### src/rtl/burn_pkg.sv
package burn_pkg;

  // Which duration the microsecond timer is loaded with
  typedef enum logic [1:0] {
    T_WRITE = 2'd0,
    T_SETUP = 2'd1,
    T_PULSE = 2'd2,
    T_GAP   = 2'd3
  } tsel_e;

  // Strobes from the sequencer to the datapath
  typedef struct packed {
    logic  startTimer;
    tsel_e timerSel;
    logic  clrAddr;
    logic  incAddr;
    logic  clrPulse;
    logic  incPulse;
    logic  latchFail;
    logic  pageData;
  } burnCtl_t;

endpackage

### src/rtl/burn_datapath.sv
module burn_datapath
  import burn_pkg::*;
#(
  parameter int CLK_PER_US = 50,
  parameter int PULSE_US   = 100,
  parameter int SETUP_US   = 2,
  parameter int GAP_US     = 1,
  parameter int WRITE_US   = 1,
  parameter int NUM_BYTES  = 131072,
  parameter int PAGE_BYTES = 16384,
  parameter int MAX_PULSES = 25,
  localparam int AW = $clog2(NUM_BYTES),
  localparam int OW = $clog2(PAGE_BYTES),
  localparam int CW = $clog2(MAX_PULSES + 1)
) (
  input  logic          clk,
  input  logic          rstN,
  input  burnCtl_t      ctl,
  output logic [AW-1:0] srcAddr,
  input  logic [7:0]    srcData,
  output logic [OW-1:0] devAddr,
  output logic [7:0]    devDout,
  input  logic [7:0]    devDin,
  output logic          timerDone,
  output logic          isMatch,
  output logic          lastByte,
  output logic          pageEnd,
  output logic          pulseMax,
  output logic [AW-1:0] failAddr,
  output logic [CW-1:0] failPulses
);

  localparam int PW      = AW - OW;
  localparam int PREW    = (CLK_PER_US > 1) ? $clog2(CLK_PER_US) : 1;
  localparam int LONG_A  = (PULSE_US > SETUP_US) ? PULSE_US : SETUP_US;
  localparam int LONG_B  = (GAP_US > WRITE_US) ? GAP_US : WRITE_US;
  localparam int LONGEST = (LONG_A > LONG_B) ? LONG_A : LONG_B;
  localparam int USW     = $clog2(LONGEST + 1);

  // ---------------- microsecond timer ----------------
  logic [PREW-1:0] pre;
  logic [USW-1:0]  usLeft;
  logic [USW-1:0]  durSel;
  logic            tick;

  assign tick = (pre == PREW'(CLK_PER_US - 1));

  always_comb begin
    case (ctl.timerSel)
      T_WRITE: durSel = USW'(WRITE_US);
      T_SETUP: durSel = USW'(SETUP_US);
      T_PULSE: durSel = USW'(PULSE_US);
      default: durSel = USW'(GAP_US);
    endcase
  end

  always_ff @(posedge clk) begin
    if (!rstN) begin
      pre    <= '0;
      usLeft <= '0;
    end else if (ctl.startTimer) begin
      pre    <= '0;
      usLeft <= durSel;
    end else if (usLeft != '0) begin
      pre <= tick ? '0 : pre + 1'b1;
      if (tick) usLeft <= usLeft - 1'b1;
    end
  end

  assign timerDone = (usLeft == '0);

  // timer only counts down between loads
  p_timer_down_r2: assert property (@(posedge clk) disable iff (!rstN)
    !ctl.startTimer |=> usLeft <= $past(usLeft));

  // ---------------- byte address and pulse count ----------------
  logic [AW-1:0] byteAddr;
  logic [CW-1:0] pulseCnt;
  logic [PW-1:0] pageNum;

  always_ff @(posedge clk) begin
    if (!rstN) begin
      byteAddr <= '0;
      pulseCnt <= '0;
    end else begin
      if (ctl.clrAddr)      byteAddr <= '0;
      else if (ctl.incAddr) byteAddr <= byteAddr + 1'b1;
      if (ctl.clrPulse)      pulseCnt <= '0;
      else if (ctl.incPulse) pulseCnt <= pulseCnt + 1'b1;
    end
  end

  p_pulse_cap_r6: assert property (@(posedge clk) disable iff (!rstN)
    pulseCnt <= CW'(MAX_PULSES));

  p_no_inc_at_max_r6: assert property (@(posedge clk) disable iff (!rstN)
    pulseMax |-> !ctl.incPulse);

  assign pageNum  = byteAddr[AW-1:OW];
  assign srcAddr  = byteAddr;
  assign devAddr  = byteAddr[OW-1:0];
  assign devDout  = ctl.pageData ? 8'(pageNum) : srcData;
  assign isMatch  = (devDin == srcData);
  assign lastByte = (byteAddr == AW'(NUM_BYTES - 1));
  assign pageEnd  = &byteAddr[OW-1:0];
  assign pulseMax = (pulseCnt == CW'(MAX_PULSES));

  // ---------------- failure capture ----------------
  always_ff @(posedge clk) begin
    if (!rstN) begin
      failAddr   <= '0;
      failPulses <= '0;
    end else if (ctl.latchFail) begin
      failAddr   <= byteAddr;
      failPulses <= pulseCnt;
    end
  end

endmodule

### src/rtl/burn_control.sv
module burn_control
  import burn_pkg::*;
#(
  parameter int CLK_PER_US = 50,
  parameter int PULSE_US   = 100
) (
  input  logic     clk,
  input  logic     rstN,
  input  logic     start,
  input  logic     timerDone,
  input  logic     isMatch,
  input  logic     lastByte,
  input  logic     pageEnd,
  input  logic     pulseMax,
  output burnCtl_t ctl,
  output logic     devCeN,
  output logic     devOeN,
  output logic     devPgmN,
  output logic     devDoe,
  output logic     progSupply,
  output logic     done,
  output logic     fail
);

  localparam int PULSE_LEN = PULSE_US * CLK_PER_US + 1;

  typedef enum logic [3:0] {
    S_IDLE, S_PAGE, S_PGREL, S_SETUP, S_PULSE,
    S_GAP, S_CHECK, S_RDGAP, S_RDCHK
  } state_e;

  state_e state, stateNext;
  logic   finalPass, finalNext, doneNext, failNext, pageDataQ;

  // pin image per state: {ceN, oeN, pgmN, supply, doe, pageData}
  function automatic logic [5:0] pinsFor(input state_e s);
    case (s)
      S_PAGE:           return 6'b010011;
      S_PGREL:          return 6'b011011;
      S_SETUP:          return 6'b011110;
      S_PULSE:          return 6'b010110;
      S_GAP, S_CHECK:   return 6'b001100;
      S_RDGAP, S_RDCHK: return 6'b001000;
      default:          return 6'b111000;
    endcase
  endfunction

  always_comb begin
    stateNext    = state;
    finalNext    = finalPass;
    doneNext     = done;
    failNext     = fail;
    ctl          = '0;
    ctl.timerSel = T_WRITE;
    ctl.pageData = pageDataQ;
    case (state)
      S_IDLE: if (start) begin
        ctl.clrAddr    = 1'b1;
        ctl.clrPulse   = 1'b1;
        ctl.startTimer = 1'b1;
        finalNext      = 1'b0;
        doneNext       = 1'b0;
        failNext       = 1'b0;
        stateNext      = S_PAGE;
      end
      S_PAGE: if (timerDone) begin
        ctl.startTimer = 1'b1;
        stateNext      = S_PGREL;
      end
      S_PGREL: if (timerDone) begin
        ctl.startTimer = 1'b1;
        ctl.timerSel   = finalPass ? T_GAP : T_SETUP;
        stateNext      = finalPass ? S_RDGAP : S_SETUP;
      end
      S_SETUP: if (timerDone) begin
        ctl.startTimer = 1'b1;
        ctl.timerSel   = T_PULSE;
        ctl.incPulse   = 1'b1;
        stateNext      = S_PULSE;
      end
      S_PULSE: if (timerDone) begin
        ctl.startTimer = 1'b1;
        ctl.timerSel   = T_GAP;
        stateNext      = S_GAP;
      end
      S_GAP: if (timerDone) stateNext = S_CHECK;
      S_CHECK: begin
        if (isMatch) begin
          ctl.clrPulse   = 1'b1;
          ctl.startTimer = 1'b1;
          if (lastByte) begin
            ctl.clrAddr = 1'b1;
            finalNext   = 1'b1;
            stateNext   = S_PAGE;
          end else begin
            ctl.incAddr  = 1'b1;
            ctl.timerSel = pageEnd ? T_WRITE : T_SETUP;
            stateNext    = pageEnd ? S_PAGE : S_SETUP;
          end
        end else if (pulseMax) begin
          ctl.latchFail = 1'b1;
          failNext      = 1'b1;
          stateNext     = S_IDLE;
        end else begin
          ctl.startTimer = 1'b1;
          ctl.timerSel   = T_SETUP;
          stateNext      = S_SETUP;
        end
      end
      S_RDGAP: if (timerDone) stateNext = S_RDCHK;
      S_RDCHK: begin
        if (!isMatch) begin
          ctl.latchFail = 1'b1;
          failNext      = 1'b1;
          stateNext     = S_IDLE;
        end else if (lastByte) begin
          doneNext  = 1'b1;
          stateNext = S_IDLE;
        end else begin
          ctl.incAddr    = 1'b1;
          ctl.startTimer = 1'b1;
          ctl.timerSel   = pageEnd ? T_WRITE : T_GAP;
          stateNext      = pageEnd ? S_PAGE : S_RDGAP;
        end
      end
      default: stateNext = S_IDLE;
    endcase
  end

  always_ff @(posedge clk) begin
    if (!rstN) begin
      state     <= S_IDLE;
      finalPass <= 1'b0;
      done      <= 1'b0;
      fail      <= 1'b0;
      {devCeN, devOeN, devPgmN, progSupply, devDoe, pageDataQ} <= 6'b111000;
    end else begin
      state     <= stateNext;
      finalPass <= finalNext;
      done      <= doneNext;
      fail      <= failNext;
      {devCeN, devOeN, devPgmN, progSupply, devDoe, pageDataQ} <= pinsFor(stateNext);
    end
  end

  // ---------------- checks on the pin sequence ----------------
  int lowLen;
  always_ff @(posedge clk) begin
    if (!rstN) lowLen <= 0;
    else       lowLen <= devPgmN ? 0 : lowLen + 1;
  end

  p_pulse_len_r2: assert property (@(posedge clk) disable iff (!rstN)
    ($rose(devPgmN) && progSupply) |-> lowLen == PULSE_LEN);

  p_strobe_bus_r7: assert property (@(posedge clk) disable iff (!rstN)
    !devPgmN |-> (!devCeN && devOeN && devDoe));

  p_supply_steady_r4: assert property (@(posedge clk) disable iff (!rstN)
    (!devPgmN && $past(!devPgmN)) |-> $stable(progSupply));

  p_readback_supply_r4: assert property (@(posedge clk) disable iff (!rstN)
    ($rose(devPgmN) && progSupply) |=> (!devOeN && progSupply));

  p_outcome_excl_r10: assert property (@(posedge clk) disable iff (!rstN)
    !(done && fail));

endmodule

### src/rtl/eprom_burner.sv
module eprom_burner
  import burn_pkg::*;
#(
  parameter int CLK_PER_US = 50,
  parameter int PULSE_US   = 100,
  parameter int SETUP_US   = 2,
  parameter int GAP_US     = 1,
  parameter int WRITE_US   = 1,
  parameter int NUM_BYTES  = 131072,
  parameter int PAGE_BYTES = 16384,
  parameter int MAX_PULSES = 25,
  localparam int AW = $clog2(NUM_BYTES),
  localparam int OW = $clog2(PAGE_BYTES),
  localparam int CW = $clog2(MAX_PULSES + 1)
) (
  input  logic          clk,
  input  logic          rstN,
  input  logic          start,
  output logic [AW-1:0] srcAddr,
  input  logic [7:0]    srcData,
  output logic [OW-1:0] devAddr,
  output logic [7:0]    devDout,
  output logic          devDoe,
  input  logic [7:0]    devDin,
  output logic          devCeN,
  output logic          devOeN,
  output logic          devPgmN,
  output logic          progSupply,
  output logic          done,
  output logic          fail,
  output logic [AW-1:0] failAddr,
  output logic [CW-1:0] failPulses
);

  burnCtl_t ctl;
  logic timerDone, isMatch, lastByte, pageEnd, pulseMax;

  burn_control #(
    .CLK_PER_US(CLK_PER_US),
    .PULSE_US  (PULSE_US)
  ) u_ctrl (
    .clk       (clk),
    .rstN      (rstN),
    .start     (start),
    .timerDone (timerDone),
    .isMatch   (isMatch),
    .lastByte  (lastByte),
    .pageEnd   (pageEnd),
    .pulseMax  (pulseMax),
    .ctl       (ctl),
    .devCeN    (devCeN),
    .devOeN    (devOeN),
    .devPgmN   (devPgmN),
    .devDoe    (devDoe),
    .progSupply(progSupply),
    .done      (done),
    .fail      (fail)
  );

  burn_datapath #(
    .CLK_PER_US(CLK_PER_US),
    .PULSE_US  (PULSE_US),
    .SETUP_US  (SETUP_US),
    .GAP_US    (GAP_US),
    .WRITE_US  (WRITE_US),
    .NUM_BYTES (NUM_BYTES),
    .PAGE_BYTES(PAGE_BYTES),
    .MAX_PULSES(MAX_PULSES)
  ) u_dp (
    .clk       (clk),
    .rstN      (rstN),
    .ctl       (ctl),
    .srcAddr   (srcAddr),
    .srcData   (srcData),
    .devAddr   (devAddr),
    .devDout   (devDout),
    .devDin    (devDin),
    .timerDone (timerDone),
    .isMatch   (isMatch),
    .lastByte  (lastByte),
    .pageEnd   (pageEnd),
    .pulseMax  (pulseMax),
    .failAddr  (failAddr),
    .failPulses(failPulses)
  );

  // address and data do not move on the edge a program pulse starts
  p_setup_stable_r3: assert property (@(posedge clk) disable iff (!rstN)
    ($fell(devPgmN) && progSupply) |-> ($stable(devAddr) && $stable(devDout)));

endmodule

### config.mk
export PLATFORM = sky130hd
export DESIGN_NAME = eprom_burner
export DESIGN_NICKNAME = d
export VERILOG_FILES = /design/src/rtl/burn_pkg.sv /design/src/rtl/burn_datapath.sv /design/src/rtl/burn_control.sv /design/src/rtl/eprom_burner.sv
export SDC_FILE = /design/constraint.sdc
export NUM_CORES = 1
export LEC_CHECK = 0
export BUFFER_PORTS_ARGS = -buffer_cell sky130_fd_sc_hd__buf_4
export CORE_MARGIN = 1
export CORE_UTILIZATION = 54
export DETAILED_ROUTE_END_ITERATION = 10
export PLACE_DENSITY = 0.8
export SLEW_MARGIN = 20
export SYNTH_ARGS = -nofsm -noshare
export SYNTH_HDL_FRONTEND = slang
export SYNTH_SLANG_ARGS = --single-unit
### constraint.sdc
create_clock -name clk -period 3.3 [get_ports clk]
set_input_delay 0.66 -clock clk [delete_from_list [all_inputs] [get_ports clk]]
set_output_delay 0.66 -clock clk [all_outputs]
set_load 0.005 [all_outputs]
# Word level (Yosys, flattened, before mapping)
# Memories as Yosys holds them, arrays and structs flattened. A register that Yosys moved wholly into a read port is not among the register bits.
# Index checks and enable logic that the tools add are counted.
[totals] regBits=64 latchBits=0 ram_bits=0 rom_bits=96 inputBits=19 output_inout_bits=68 elab_cells=113 n_memories=1
[mem_list] name="(name not given)" words=16 width=6 rd=1 rd_clocked_by_memory_dff=1 write_ports=0 line="burn_control.sv:37" source="case (s)"
[op_classes] add_sub_neg=4 multipliers=0 div_mod_pow=0 magnitude_cmp=0 eq_ne=22 n_shift=0 muxes=58 bitwise=1 n_reduce_logical=17
[op_table] operator="4-bit two-way mux" count=11
[op_table] operator="4-bit one-hot mux with 9 select lines" count=1
[op_table] operator="3-bit two-way mux" count=10
[op_table] operator="7-bit two-way mux" count=3
[op_table] operator="17-bit by 1-bit adder with 17-bit output, second input constant" count=1
[op_table] operator="17-bit == test, second input constant" count=1
[op_table] operator="4-bit by 3-bit == test with 1-bit output, second input constant" count=4
[op_table] operator="1-bit two-way mux" count=16
[op_table] operator="7-bit one-hot mux with 2 select lines" count=1
[op_table] operator="14-bit AND reduction" count=1
[op_table] operator="2-bit inequality test, second input constant" count=6
[op_table] operator="1-bit one-hot mux with 2 select lines" count=6
[op_table] operator="2-bit two-way mux" count=5
[op_table] operator="2-bit one-hot mux with 5 select lines" count=1
[op_table] operator="4-bit by 2-bit == test with 1-bit output, second input constant" count=2
[op_table] operator="8-bit == test" count=1
[op_table] operator="8-bit two-way mux" count=1
[op_table] operator="4-bit AND reduction" count=2
[op_table] operator="2-bit nonzero test" count=4
[op_table] operator="7-bit logical NOT" count=1
[op_table] operator="1-bit one-hot mux with 7 select lines" count=1
[op_table] operator="7-bit nonzero test" count=1
[op_table] operator="7-bit by 1-bit subtractor with 7-bit output, second input constant" count=1
[op_table] operator="6-bit by 1-bit adder with 6-bit output, second input constant" count=1
[op_table] operator="17 further kinds" count=20

# Depth between registers and ports, before layout
[depth] word_depth=8 ltp_mapped=13 mapped_depth_nobuf=12

# Hierarchy
# From an unflattened synthesis, not the netlist that was laid out.
[unflattened] hier_cells=412 hier_area_um2=3732.3
[by_module_without_submodules] module="burn_datapath" n_inst=1 cells_each=302 area_each_um2=2826.5 seq_area_each_um2=1141.1
[by_module_without_submodules] module="burn_control" n_inst=1 cells_each=110 area_each_um2=905.9 seq_area_each_um2=260.2

# Least setup slack after synthesis
# No wires, ideal clock.
[synth_timing] kind="reg-to-reg" from="reg u_dp.byteAddr[0], in the netlist u_dp.srcAddr[0]" to="reg u_ctrl.devOeN" setup_time_ns=0.130 t_arrival_ns=2.585 required_ns=3.170 path_slack_ns=0.585 path_stages_with_launch=13 n_path_buf=1 synth_period_minus_slack_ns=2.715 cell_sequence="dfxtp_1 -> ha_1 -> and2_1 -> nand4_1 -> nor3_1 -> ha_1 -> clkbuf_1 -> o21ba_2 -> o22ai_1 -> and2_1 -> ha_1 -> mux2i_1 -> nand2_1"
[synth_via] elab_chain_len=5 elab_cells_between_ends=9 cone_classes="eq/ne: 1; mux: 7; reduce/logical: 1"
[synth_lines] item="start, declared" line="burn_datapath.sv:77" source="logic [AW-1:0] byteAddr;"
[synth_lines] item="start signal, assigned" line="burn_datapath.sv:87" source="else if (ctl.incAddr) byteAddr <= byteAddr + 1'b1;"
[synth_lines] item="14-bit AND reduction" line="burn_datapath.sv:105" source="assign pageEnd = &byteAddr[OW-1:0];"
[synth_lines] item="3-bit two-way mux or 2-bit two-way mux (tied branches)" line="burn_control.sv:123, burn_control.sv:98"
[synth_lines] item="4-bit two-way mux, on equally long branches" line="burn_control.sv:116, burn_control.sv:91"
[synth_lines] item="4-bit two-way mux, on equally long branches" line="burn_control.sv:112, burn_control.sv:88"
[synth_lines] item="4-bit one-hot mux with 9 select lines (*)" line="burn_control.sv:56" source="case (state)"
[synth_lines] item="end, declared" line="burn_control.sv:17" source="output logic devOeN,"
# Every way passes the cells marked *; elsewhere a longest branch is shown, timed or not.
# A chain may end at the register's enable or synchronous reset.

# Final worst setup path
# Same ends and word-level chain as after synthesis.

==> results by stage <==
Global route:
- The number of global-route vias before repair was 2905.
- The global-route wire length before repair is 13.7 mm.
- Global routing used 24.3% of the available tracks across all layers.
- The largest net degree at the start of global routing is 29.
- The number of antenna violations at the first check in global routing is 0.
- The total overflow left after global routing is 0.

Clocking:
- TritonCTS built the clock tree.
- For this design, the sink count on the clock tree is 70.
- The post-CTS clock slew at the launch and capture registers of the worst setup and hold paths is 70 ps.
- In this run, post-CTS repair resized a total of 0 instances.
- The later pin in the worst-skew pair is clocked with a latency of 350 ps.
- The cell sitting at the root of the clock tree is a clkbuf_8.
- The post-CTS setup repair buffer count is 0.
- The number of levels the H-tree was split into is 3.
- Buffers inserted to repair hold after CTS numbered 0.
- The number of buffers on the longest clock path is 2.
- The number of clock buffers inserted by TritonCTS is 9.

Pwr:
- The standby leakage power is 0.00188 uW.
- Dividing total power by cell area gives a power density of 549 nW/um2.
- The worst vdd rail ir drop is 0.000512 V.
- The design draws 2420 uW.

Floorplanning:
- From bottom edge to top edge, the die measures 83.7 um.
- The core region is 6390 um2.
- The number of rows in the core area is 29.
- The initial utilization of the core area, before any placement, comes to 56.5%.
- During I/O placement, the number of pins put on the boundary was 87.
- The floorplan die width is 83.7 um.
- The total die area is 7010 um2.

Run status:
- The run finished with clean final reports.

Setup path:
- In this design, the critical path's most frequently occurring cell is ha_1.
- On the critical path the largest part of the delay comes from simple AND/OR/NAND/NOR gates.
- Traced cell by cell, the critical path runs through ha_1, and2_1, nand4_1, nor3_1, ha_1, o21ba_2, o22ai_1, and2_1, ha_1, mux2i_1, nand2_1.
- The slowest stage of the critical path is the dfxtp_1 cell.
- For the worst setup path, the data required time is 3540 ps.
- The type of origin of the critical path is a register.
- The largest single stage delay on the critical path is 440 ps.
- The maximum fanout along the worst path is 9.
- The critical path is of the register to register type.
- STA classifies the critical path endpoint as a register.
- The data arrival at the endpoint of the critical path is 3220 ps.
- The number of buffers and inverters on the critical path is 0.

Synth:
- Of the synthesized area, sequential elements account for 38.8%.
- Yosys attributes the largest share of cell area to dfxtp_1, mux2i_1, nor2_1.
- After synthesis, the share of flip-flops with an asynchronous set or reset is 0%.
- The share of Yosys cell area claimed by the top area cell type is 38.8%.
- The count of flip-flops with a built-in enable after synthesis is 0.
- Synthesis produced a netlist with a net count of 446.
- The number of warning messages in the yosys log is 0.
- The number of distinct library cells after synthesis is 52.
- The synthesis-stage register bit count is 70.
- The flip-flop cell with the highest count after synthesis is dfxtp_1.
- The average instance in the mapped netlist occupies 8.74 um2.
- dfxtp_1 takes more of the synthesized area than any other cell.
- The post-synthesis instance total is 413.
- The netlist area before placement is 3610 um2.

Finish:
- The synthesis-to-finish area growth is 22.2%.
- In the layout the commonest cells are buf_4, dfxtp_1, nor2_1.
- In the final design database the tool counted 519 nets.
- The utilization after layout is 69.0%.
- In the final layout, the share of cells above drive strength 1 is 25.1%.
- The count of antenna diodes in the layout is 0.
- The multi-input logic area is 2000 um2.
- The sequential cell area is 1400 um2.
- The library cell used most frequently in the layout, excluding fill and tap cells, is buf_4.
- The number of fillers in the final layout is 534.

STA:
- The final total negative setup slack is 0 ps.
- The hold slack is 481 ps.
- Counting I/O delays and the setup requirement, the final critical path takes 2980 ps.
- The total setup violations reported at the end of the flow is 0.
- The post-route clock period utilization is 90.2%.
- Measured against its own limit, the worst slew margin works out to 57.3%.
- The transition time at the pin with the least slew margin is 639 ps.
- The count of endpoints failing hold in the final timing report is 0.
- Setup repair after global routing left no endpoint under its margin.
- Timing would allow up to 336 MHz.
- The final clock skew is 4.10 ps.
- The max-slew violation count is 0.

Route:
- Dividing the detail-routed wire length by the instance count gives 14.6 um.
- Using the TritonRoute via totals, the vias-per-cell ratio works out to 5.62.
- The number of antenna-violating nets in the routed design is 0.
- The total number of vias is 3187.
- The DRC violation count after routing is 0.
- The number of iterations in the first detailed-routing pass is 4.
- For this block, the initial DRC count from the detailed router was 132.
- The total length of routed wires is 8.28 mm.

Placement:
- The detailed-placement wirelength estimate is 5.99 mm.
- The placer's final routability congestion estimate is 0.834.
- Input and output buffers added on the ports amount to 86.

Worst hold path:
- The class of the tightest hold or removal check is register to register.

Run:
- The tool flagged a number of max-cap violations equal to 0.
==> state kept, by name (all words and copies together) (netlist names), 4 cells and up <==
signal	cells
u_ctrl.state	4
u_dp.failAddr	17
u_dp.failPulses	5
u_dp.pre	6
u_dp.pulseCnt	5
u_dp.srcAddr	17
u_dp.usLeft	7
==> Yosys cell counts, drive strengths merged, types with 2 or more instances <==
| cell | n |
|---|---|
| inv | 9 |
| buf | 22 |
| nand3b | 3 |
| nor2 | 63 |
| a211oi | 3 |
| nand4 | 8 |
| xnor2 | 7 |
| nand3 | 14 |
| a21oi | 16 |
| xor2 | 18 |
| or3b | 2 |
| mux2 | 3 |
| a31oi | 5 |
| nand4b | 4 |
| clkbuf | 8 |
| a31o | 3 |
| nor2b | 6 |
| dfxtp | 70 |
| o21ai | 15 |
| nand2b | 3 |
| o211ai | 2 |
| and4 | 3 |
| or3 | 9 |
| o22ai | 2 |
| and3 | 4 |
| nor4 | 3 |
| nor3 | 12 |
| a311oi | 2 |
| or2 | 2 |
| and2 | 6 |
| mux2i | 32 |
| ha | 14 |
| nand2 | 31 |
==> stage by stage <==
step | setup slack [ps] | std cells | area (um2)
CTS | 358 | 567 | 4410
floorplan | 585 | 413 | 3610
global route | 8.60 | 567 | 4410
global placement | 482 | 552 | 4220
detailed placement | 378 | 552 | 4220
finish | 322 | 567 | 4410
==> final timing paths <==
| path | from | to | slack (ps) | cells past startpoint |
|---|---|---|---|---|
| setup / recovery | u_dp.srcAddr[0] | u_ctrl.devOeN | 320 | 11 |
| hold / removal | u_ctrl.finalPass | u_ctrl.finalPass | 480 | 2 |
| hold reg to reg | u_ctrl.finalPass | u_ctrl.finalPass | 480 | 2 |
| setup reg to reg | u_dp.srcAddr[0] | u_ctrl.devOeN | 320 | 11 |
==> worst register-to-register path, cell delays in order (launching register included) <==
cell     delay [ps]
dfxtp_1         440
ha_1            200
and2_1          200
nand4_1         160
nor3_1          210
ha_1            360
o21ba_2         230
o22ai_1         310
and2_1          250
ha_1            240
mux2i_1         200
nand2_1          70
==> cell families (layout without fill, tap and decap cells) <==
logic type | after synthesis | in the layout | synth area share (%)
AO/OA/AOI/OAI | 55 | 55 | 9.85
adder cells (fa/ha/maj) | 14 | 14 | 4.85
buffers and inverters | 39 | 116 | 6.03
flip-flops | 70 | 70 | 38.8
AND/OR/NAND/NOR | 175 | 175 | 24.5
multiplexers | 35 | 35 | 9.81
XOR/XNOR | 25 | 25 | 6.07
==> power by group <==
part	leakage [uW]	total, uW	internal (uW)	switching [uW]
clock network	0.0000952	684	363	321
registers	0.000566	1000	912	88.3
logic	0.00121	735	316	418
==> area by class of cell <==
class	count	area share (%)
clock inverter	4	1.08
timing repair buffer	92	15.7
multi-input combinational	304	45.3
sequential	70	31.8
clock buffer	11	3.21
tap	77	2.19
inverter	9	0.766
==> routing by layer <==
| metal | wire length [um] | track usage (%) |
|---|---|---|
| met1 | 3580 | 30.2 |
| met4 | 239 | 12.3 |
| met5 | 0 | 0 |
| met3 | 453 | 4.55 |
| met2 | 4010 | 40.3 |
Note: power is estimated with default switching activity, not from simulation.
